--- src/rtl/ddr_lat_pipe.sv ---
module ddr_lat_pipe #(
  parameter int CL_MIN = 3,
  parameter int CL_MAX = 6,
  parameter int AL_MAX = 5,
  parameter int CFG_W  = 3,
  parameter int BEAT_W = 3
) (
  input  logic              clk,
  input  logic              rst_n,
  input  logic              cmd_valid,
  input  logic              cmd_wr,
  input  logic [CFG_W-1:0]  cfg_cl,
  input  logic [CFG_W-1:0]  cfg_al,
  input  logic              cfg_bl8,
  output logic              rd_valid,
  output logic [BEAT_W-1:0] rd_beat,
  output logic              wr_en,
  output logic [BEAT_W-1:0] wr_beat
);
  localparam int DEPTH = CL_MAX + AL_MAX;
  localparam int LW    = $clog2(DEPTH + 1);

  logic [CFG_W-1:0]  cl_q, al_q;
  logic              bl8_q;
  logic [DEPTH-1:0]  rd_sr, wr_sr;
  logic [1:0]        rd_cnt, wr_cnt;
  logic [BEAT_W-1:0] rd_pos, wr_pos;

  logic [LW-1:0]    rl;
  logic [DEPTH-1:0] rd_ins, wr_ins;
  logic [1:0]       tail;
  logic             cfg_legal, idle;

  assign rl     = LW'(al_q) + LW'(cl_q);
  assign rd_ins = (cmd_valid && !cmd_wr) ? (DEPTH'(1) << (rl - LW'(1))) : '0;
  assign wr_ins = (cmd_valid &&  cmd_wr) ? (DEPTH'(1) << (rl - LW'(2))) : '0;
  assign tail   = bl8_q ? 2'd3 : 2'd1;

  assign cfg_legal = (int'(cfg_cl) >= CL_MIN) && (int'(cfg_cl) <= CL_MAX) &&
                     (int'(cfg_al) <= AL_MAX);
  assign idle = !cmd_valid && (rd_sr == '0) && (wr_sr == '0) &&
                (rd_cnt == 2'd0) && (wr_cnt == 2'd0);

  always_ff @(posedge clk) begin
    if (!rst_n) begin
      cl_q  <= CFG_W'(CL_MIN);
      al_q  <= '0;
      bl8_q <= 1'b0;
    end else if (idle && cfg_legal) begin
      cl_q  <= cfg_cl;
      al_q  <= cfg_al;
      bl8_q <= cfg_bl8;
    end
  end

  always_ff @(posedge clk) begin
    if (!rst_n) begin
      rd_sr <= '0;
      wr_sr <= '0;
    end else begin
      rd_sr <= (rd_sr >> 1) | rd_ins;
      wr_sr <= (wr_sr >> 1) | wr_ins;
    end
  end

  always_ff @(posedge clk) begin
    if (!rst_n) begin
      rd_cnt <= '0;
      rd_pos <= '0;
    end else if (rd_sr[0]) begin
      rd_cnt <= tail;
      rd_pos <= BEAT_W'(2);
    end else if (rd_cnt != 2'd0) begin
      rd_cnt <= rd_cnt - 2'd1;
      rd_pos <= rd_pos + BEAT_W'(2);
    end
  end

  always_ff @(posedge clk) begin
    if (!rst_n) begin
      wr_cnt <= '0;
      wr_pos <= '0;
    end else if (wr_sr[0]) begin
      wr_cnt <= tail;
      wr_pos <= BEAT_W'(2);
    end else if (wr_cnt != 2'd0) begin
      wr_cnt <= wr_cnt - 2'd1;
      wr_pos <= wr_pos + BEAT_W'(2);
    end
  end

  assign rd_valid = rd_sr[0] || (rd_cnt != 2'd0);
  assign wr_en    = wr_sr[0] || (wr_cnt != 2'd0);
  assign rd_beat  = (!rd_sr[0] && rd_cnt != 2'd0) ? rd_pos : '0;
  assign wr_beat  = (!wr_sr[0] && wr_cnt != 2'd0) ? wr_pos : '0;
endmodule


--- config.mk ---
export PLATFORM = sky130hd
export DESIGN_NAME = ddr_lat_pipe
export DESIGN_NICKNAME = d
export VERILOG_FILES = /design/src/rtl/ddr_lat_pipe.sv
export SDC_FILE = /design/constraint.sdc
export NUM_CORES = 1
export LEC_CHECK = 0
export BUFFER_PORTS_ARGS = -buffer_cell sky130_fd_sc_hd__buf_2
export CORE_MARGIN = 2
export CORE_UTILIZATION = 46
export CTS_CLUSTER_DIAMETER = 50
export DETAILED_ROUTE_END_ITERATION = 6
export GPL_TIMING_DRIVEN = 0
export PLACE_DENSITY = 0.65
export SLEW_MARGIN = 20
export SYNTH_ARGS = -nofsm -noshare
export SYNTH_HDL_FRONTEND = slang
export SYNTH_SLANG_ARGS = --single-unit
--- constraint.sdc ---
create_clock -name clk -period 5.7 [get_ports clk]
set_input_delay 0 -clock clk [delete_from_list [all_inputs] [get_ports clk]]
set_output_delay 0 -clock clk [all_outputs]
set_load 0.005 [all_outputs]
==> results_dict.tcl <==
set metrics [dict create \
    synth_area_um2 1740 \
    r2r_setup_slack_ns 3.19 \
    initialDrtViolationCount 41 \
    worstHoldPathType "in -> reg" \
    vias 1474 \
    synth_warnings 0 \
    post-route-util_pct 55.5 \
    clockPowerShare_pct 23.0 \
    average_via_count_per_standard_cell 5.54 \
    power-per-cell-area_nw_per_um2 422 \
    vdd_ir_drop_max_v 0.000209 \
    core_area_um2 3660 \
    timing.max_slew.rel_slack_pct 50.3 \
    routed_wirelength_um 3790 \
    share_comb_of_total_power_pct 39.4 \
    final_tns_setup_ns 0 \
    critPathMostFrequentCell "ha_1" \
    crit-reg2reg-launch "al_q[0]$_SDFFE_PN0P_" \
    p_sw_share_pct 36.0 \
    pin_count 19 \
    postCtsSetupRepairBufs 0 \
    die_width_um 65.5 \
    worstMarginPinSlew_ns 0.744 \
    max_stage_delay_ns 0.54 \
    reg2regPathDepth 7 \
    antenna-diode-count 0 \
    drc 0 \
    report.final.hold_viol_count 0 \
    cp-start-kind "flop" \
    switching_power_summed_over_all_nets_uw 309 \
    finalCritPeriodShare_pct 44.1 \
    ys_seq_elements 37 \
    cts_max_level 2 \
    clock-root-buffer "clkbuf_8" \
    grt_start_max_net_pins 12 \
    gp_routability_congestion 0.878 \
    drive_gt1_share_pct 15.1 \
    timing.max_cap.violations 0 \
    io_buffer_count 15 \
    power.sequential.fraction_pct 37.6 \
    maxSlewViolCount 0 \
    grt_first_pass_wirelength_um 6450 \
    global_route_usage_sum_pct 20.0 \
    worst-endpoint-required_ns 5.83 \
    report.power.total_uw 858 \
    fp.dieArea_um2 4290 \
    vias_in_the_first_global_route 1404 \
    final_net_count 236 \
    postRouteAntennaNets 0 \
    cts_made_buffers 5 \
    floorplan.initialDensity_pct 47.5 \
    worst_skew_pair.late_latency_ns 0.29 \
    worst_clock_skew_ns 0.00607 \
    die_h_um 65.5 \
    area_delta_synth_final_pct 16.7 \
    number_of_rows_in_the_core_area 22 \
    timing.final.crit_period_ns 2.51 \
    cells_traversed_along_the_worst_timing_path "ha_1 -> fa_1 -> inv_1 -> ha_1 -> a21boi_1 -> xor2_1 -> o21ai_0" \
    worst_hold_path.num_cells 3 \
    cts.sinks 37 \
    wl_per_cell_um 14.3 \
    max_freq_ghz 0.398 \
    status "finished, final reports clean" \
    min_from "cfg_cl[0]" \
    critical_path.reg2reg.endpoint "rd_sr[9]$_SDFF_PN0_" \
    setup.worst_path.class "reg -> reg" \
    cts_tree "yes" \
    grt_setup_unrepaired "false" \
    total_leakage_power_nw 0.820 \
    clock_tree.buffer_depth 2 \
    critPathCaptureType "flop" \
    synth_cells 189 \
    critical_path_peak_fanout 6 \
    setup_viol 0 \
    synth.distinct_cells 40 \
    post-dp-hpwl_um 2790 \
    worst_path_max_delay_cell "fa_1" \
    grt_antenna_before_repair 0 \
    syn-mean-instance-area_um2 9.21 \
    grt-ovfl-total 0 \
    synth.yosys.seq_area_share_pct 42.6 \
    drt_first_pass_iters 4 \
    internal-power_uw 549 \
    worst_ep_arrival_time_ns 2.65 \
    cts.reportedPaths.clkPinSlew_ns 0.07 \
    hold_path_end "cl_q[0]$_SDFFE_PN1P_" \
]
[power groups by stage]
stage	clock (mW)	sequential [mW]	combinational [mW]
final	0.197	0.322	0.338
after global routing	0.218	0.327	0.381
after CTS	0.203	0.322	0.338
after detailed placement	0	0.328	0.332
after global placement	0	0.326	0.323
after floorplan	0	0.321	0.260
[metal layers]
layer	vias up	track usage [%]	wire, µm
met5	-	0	0
met4	0	8.59	51
met3	5	4.28	124
met2	28	32.3	1810
met1	704	25.7	1800
li1	737	-	-
[state kept, by name (all words and copies together), names as in the netlist]
name,cells
rd_sr,11
wr_sr,11
al_q,3
cl_q,3
rd_cnt,2
rd_pos,2
wr_cnt,2
wr_pos,2
bl8_q,1
[worst max-delay path: cells and delay by family (launching register included)]
family	cells	cell delay (ns)
adder cells (fa/ha/maj)	3	0.98
AO/OA/AOI/OAI	2	0.49
flip-flops	1	0.33
XOR/XNOR	1	0.36
buffers and inverters	1	0.17
[logic make-up (layout without fill, tap and decap cells)]
kind of cell | after synthesis | after routing | synth area share, %
AOI/OAI and AO/OA | 40 | 40 | 17.2
xor gates and xnor gates | 11 | 11 | 5.54
adders and majority gates | 8 | 8 | 6.18
buffers and inverters | 21 | 49 | 5.25
DFF | 37 | 37 | 42.6
muxes | 2 | 2 | 1.15
other | 1 | 2 | 0.215
and+or+nand+nor | 69 | 69 | 21.9
[cell usage after synthesis]
| library cell | n | area share [%] |
|---|---|---|
| a22o_1 | 4 | 2.0 |
| nor2b_1 | 2 | 0.72 |
| buf_4 | 2 | 0.86 |
| and4bb_1 | 1 | 0.72 |
| and4_1 | 1 | 0.50 |
| xnor2_1 | 8 | 4.0 |
| a21oi_1 | 5 | 1.4 |
| conb_1 | 1 | 0.22 |
| or2_2 | 1 | 0.36 |
| a21o_1 | 1 | 0.43 |
| and3_1 | 4 | 1.4 |
| nor4_2 | 2 | 1.4 |
| ha_1 | 7 | 5.0 |
| o31ai_1 | 3 | 1.3 |
| nand4_1 | 8 | 2.9 |
| and2_1 | 1 | 0.36 |
| nand4b_1 | 1 | 0.50 |
| fa_1 | 1 | 1.2 |
| nand2b_1 | 2 | 0.72 |
| xor2_1 | 3 | 1.5 |
| nor2_1 | 15 | 3.2 |
| a32o_1 | 8 | 4.6 |
| and3b_1 | 1 | 0.50 |
| clkbuf_1 | 7 | 1.5 |
| o2111ai_1 | 1 | 0.50 |
| o21ai_0 | 11 | 3.2 |
| a21boi_1 | 1 | 0.43 |
| nor3_1 | 5 | 1.4 |
| nor3b_1 | 5 | 2.2 |
| mux2i_1 | 2 | 1.2 |
| dfxtp_1 | 37 | 43 |
| nand3_1 | 5 | 1.4 |
| buf_2 | 4 | 1.2 |
| a21boi_0 | 1 | 0.43 |
| nor4_1 | 2 | 0.72 |
| a211oi_1 | 1 | 0.43 |
| inv_1 | 8 | 1.7 |
| nand2_1 | 13 | 2.8 |
| o41ai_1 | 3 | 1.5 |
| a21oi_4 | 1 | 0.93 |
[worst max path at each step]
stage | start | endpoint | slack (ns) | depth (start not counted)
floorplan | cl_q[0]$_SDFFE_PN1P_ | rd_sr[8]$_SDFF_PN0_ | 3.53 | 7
global placement | al_q[0]$_SDFFE_PN0P_ | rd_sr[1]$_SDFF_PN0_ | 3.26 | 7
detailed placement | cl_q[0]$_SDFFE_PN1P_ | rd_sr[1]$_SDFF_PN0_ | 3.26 | 7
CTS | al_q[0]$_SDFFE_PN0P_ | rd_sr[9]$_SDFF_PN0_ | 3.22 | 7
global route | cl_q[0]$_SDFFE_PN1P_ | rd_sr[3]$_SDFF_PN0_ | 3.01 | 7
finish | al_q[0]$_SDFFE_PN0P_ | rd_sr[9]$_SDFF_PN0_ | 3.19 | 7
[layout by cell type (no fill, tap or decap), types with 2 or more instances in the layout]
cell type,netlist,routed
nor4_2,2,2
o31ai_1,3,3
xor2_1,3,3
buf_4,2,2
a22o_1,4,4
ha_1,7,7
dfxtp_1,37,37
nor2b_1,2,2
conb_1,1,2
nand2_1,13,13
nor4_1,2,2
nand4_1,8,8
o41ai_1,3,3
nor3b_1,5,5
nor3_1,5,5
and3_1,4,4
inv_1,8,8
mux2i_1,2,2
dlygate4sd3_1,0,5
clkbuf_1,7,7
o21ai_0,11,11
clkbuf_8,0,7
a32o_1,8,8
nand2b_1,2,2
buf_2,4,19
nand3_1,5,5
xnor2_1,8,8
nor2_1,15,15
a21oi_1,5,5
[through the flow]
stage / instances / hold slack, ns / instance area (µm²) / setup slack (ns)
2_1_floorplan: 190 / 0.154 / 1740 / 3.53
3_5_place_dp: 253 / 0.274 / 1880 / 3.26
4_1_cts: 266 / 0.00720 / 2030 / 3.22
5_1_grt: 266 / 0.0172 / 2030 / 3.01
3_3_place_gp: 253 / 0.262 / 1880 / 3.26
6_report: 266 / 0.00455 / 2030 / 3.19
[cell type report]
| type | count | area [µm²] |
|---|---|---|
| clock buffers | 7 | 96.3 |
| flip-flops and latches | 37 | 741 |
| fillers | 340 | 1630 |
| repair buffers | 20 | 125 |
| clock inverters | 1 | 5.00 |
| plain buffers | 13 | 61.3 |
| multi-input cells | 132 | 912 |
| inverters | 8 | 30.0 |
| well taps | 48 | 60.1 |
[repair_timing]
action / 4_1_cts / 5_1_grt
hold endpoints to repair: 5 / 0
endpoints found under the setup margin: 0 / 0
hold buffers: 5 / 0
gates resized for setup: 0 / 0
(Power assumes the default switching activity.)
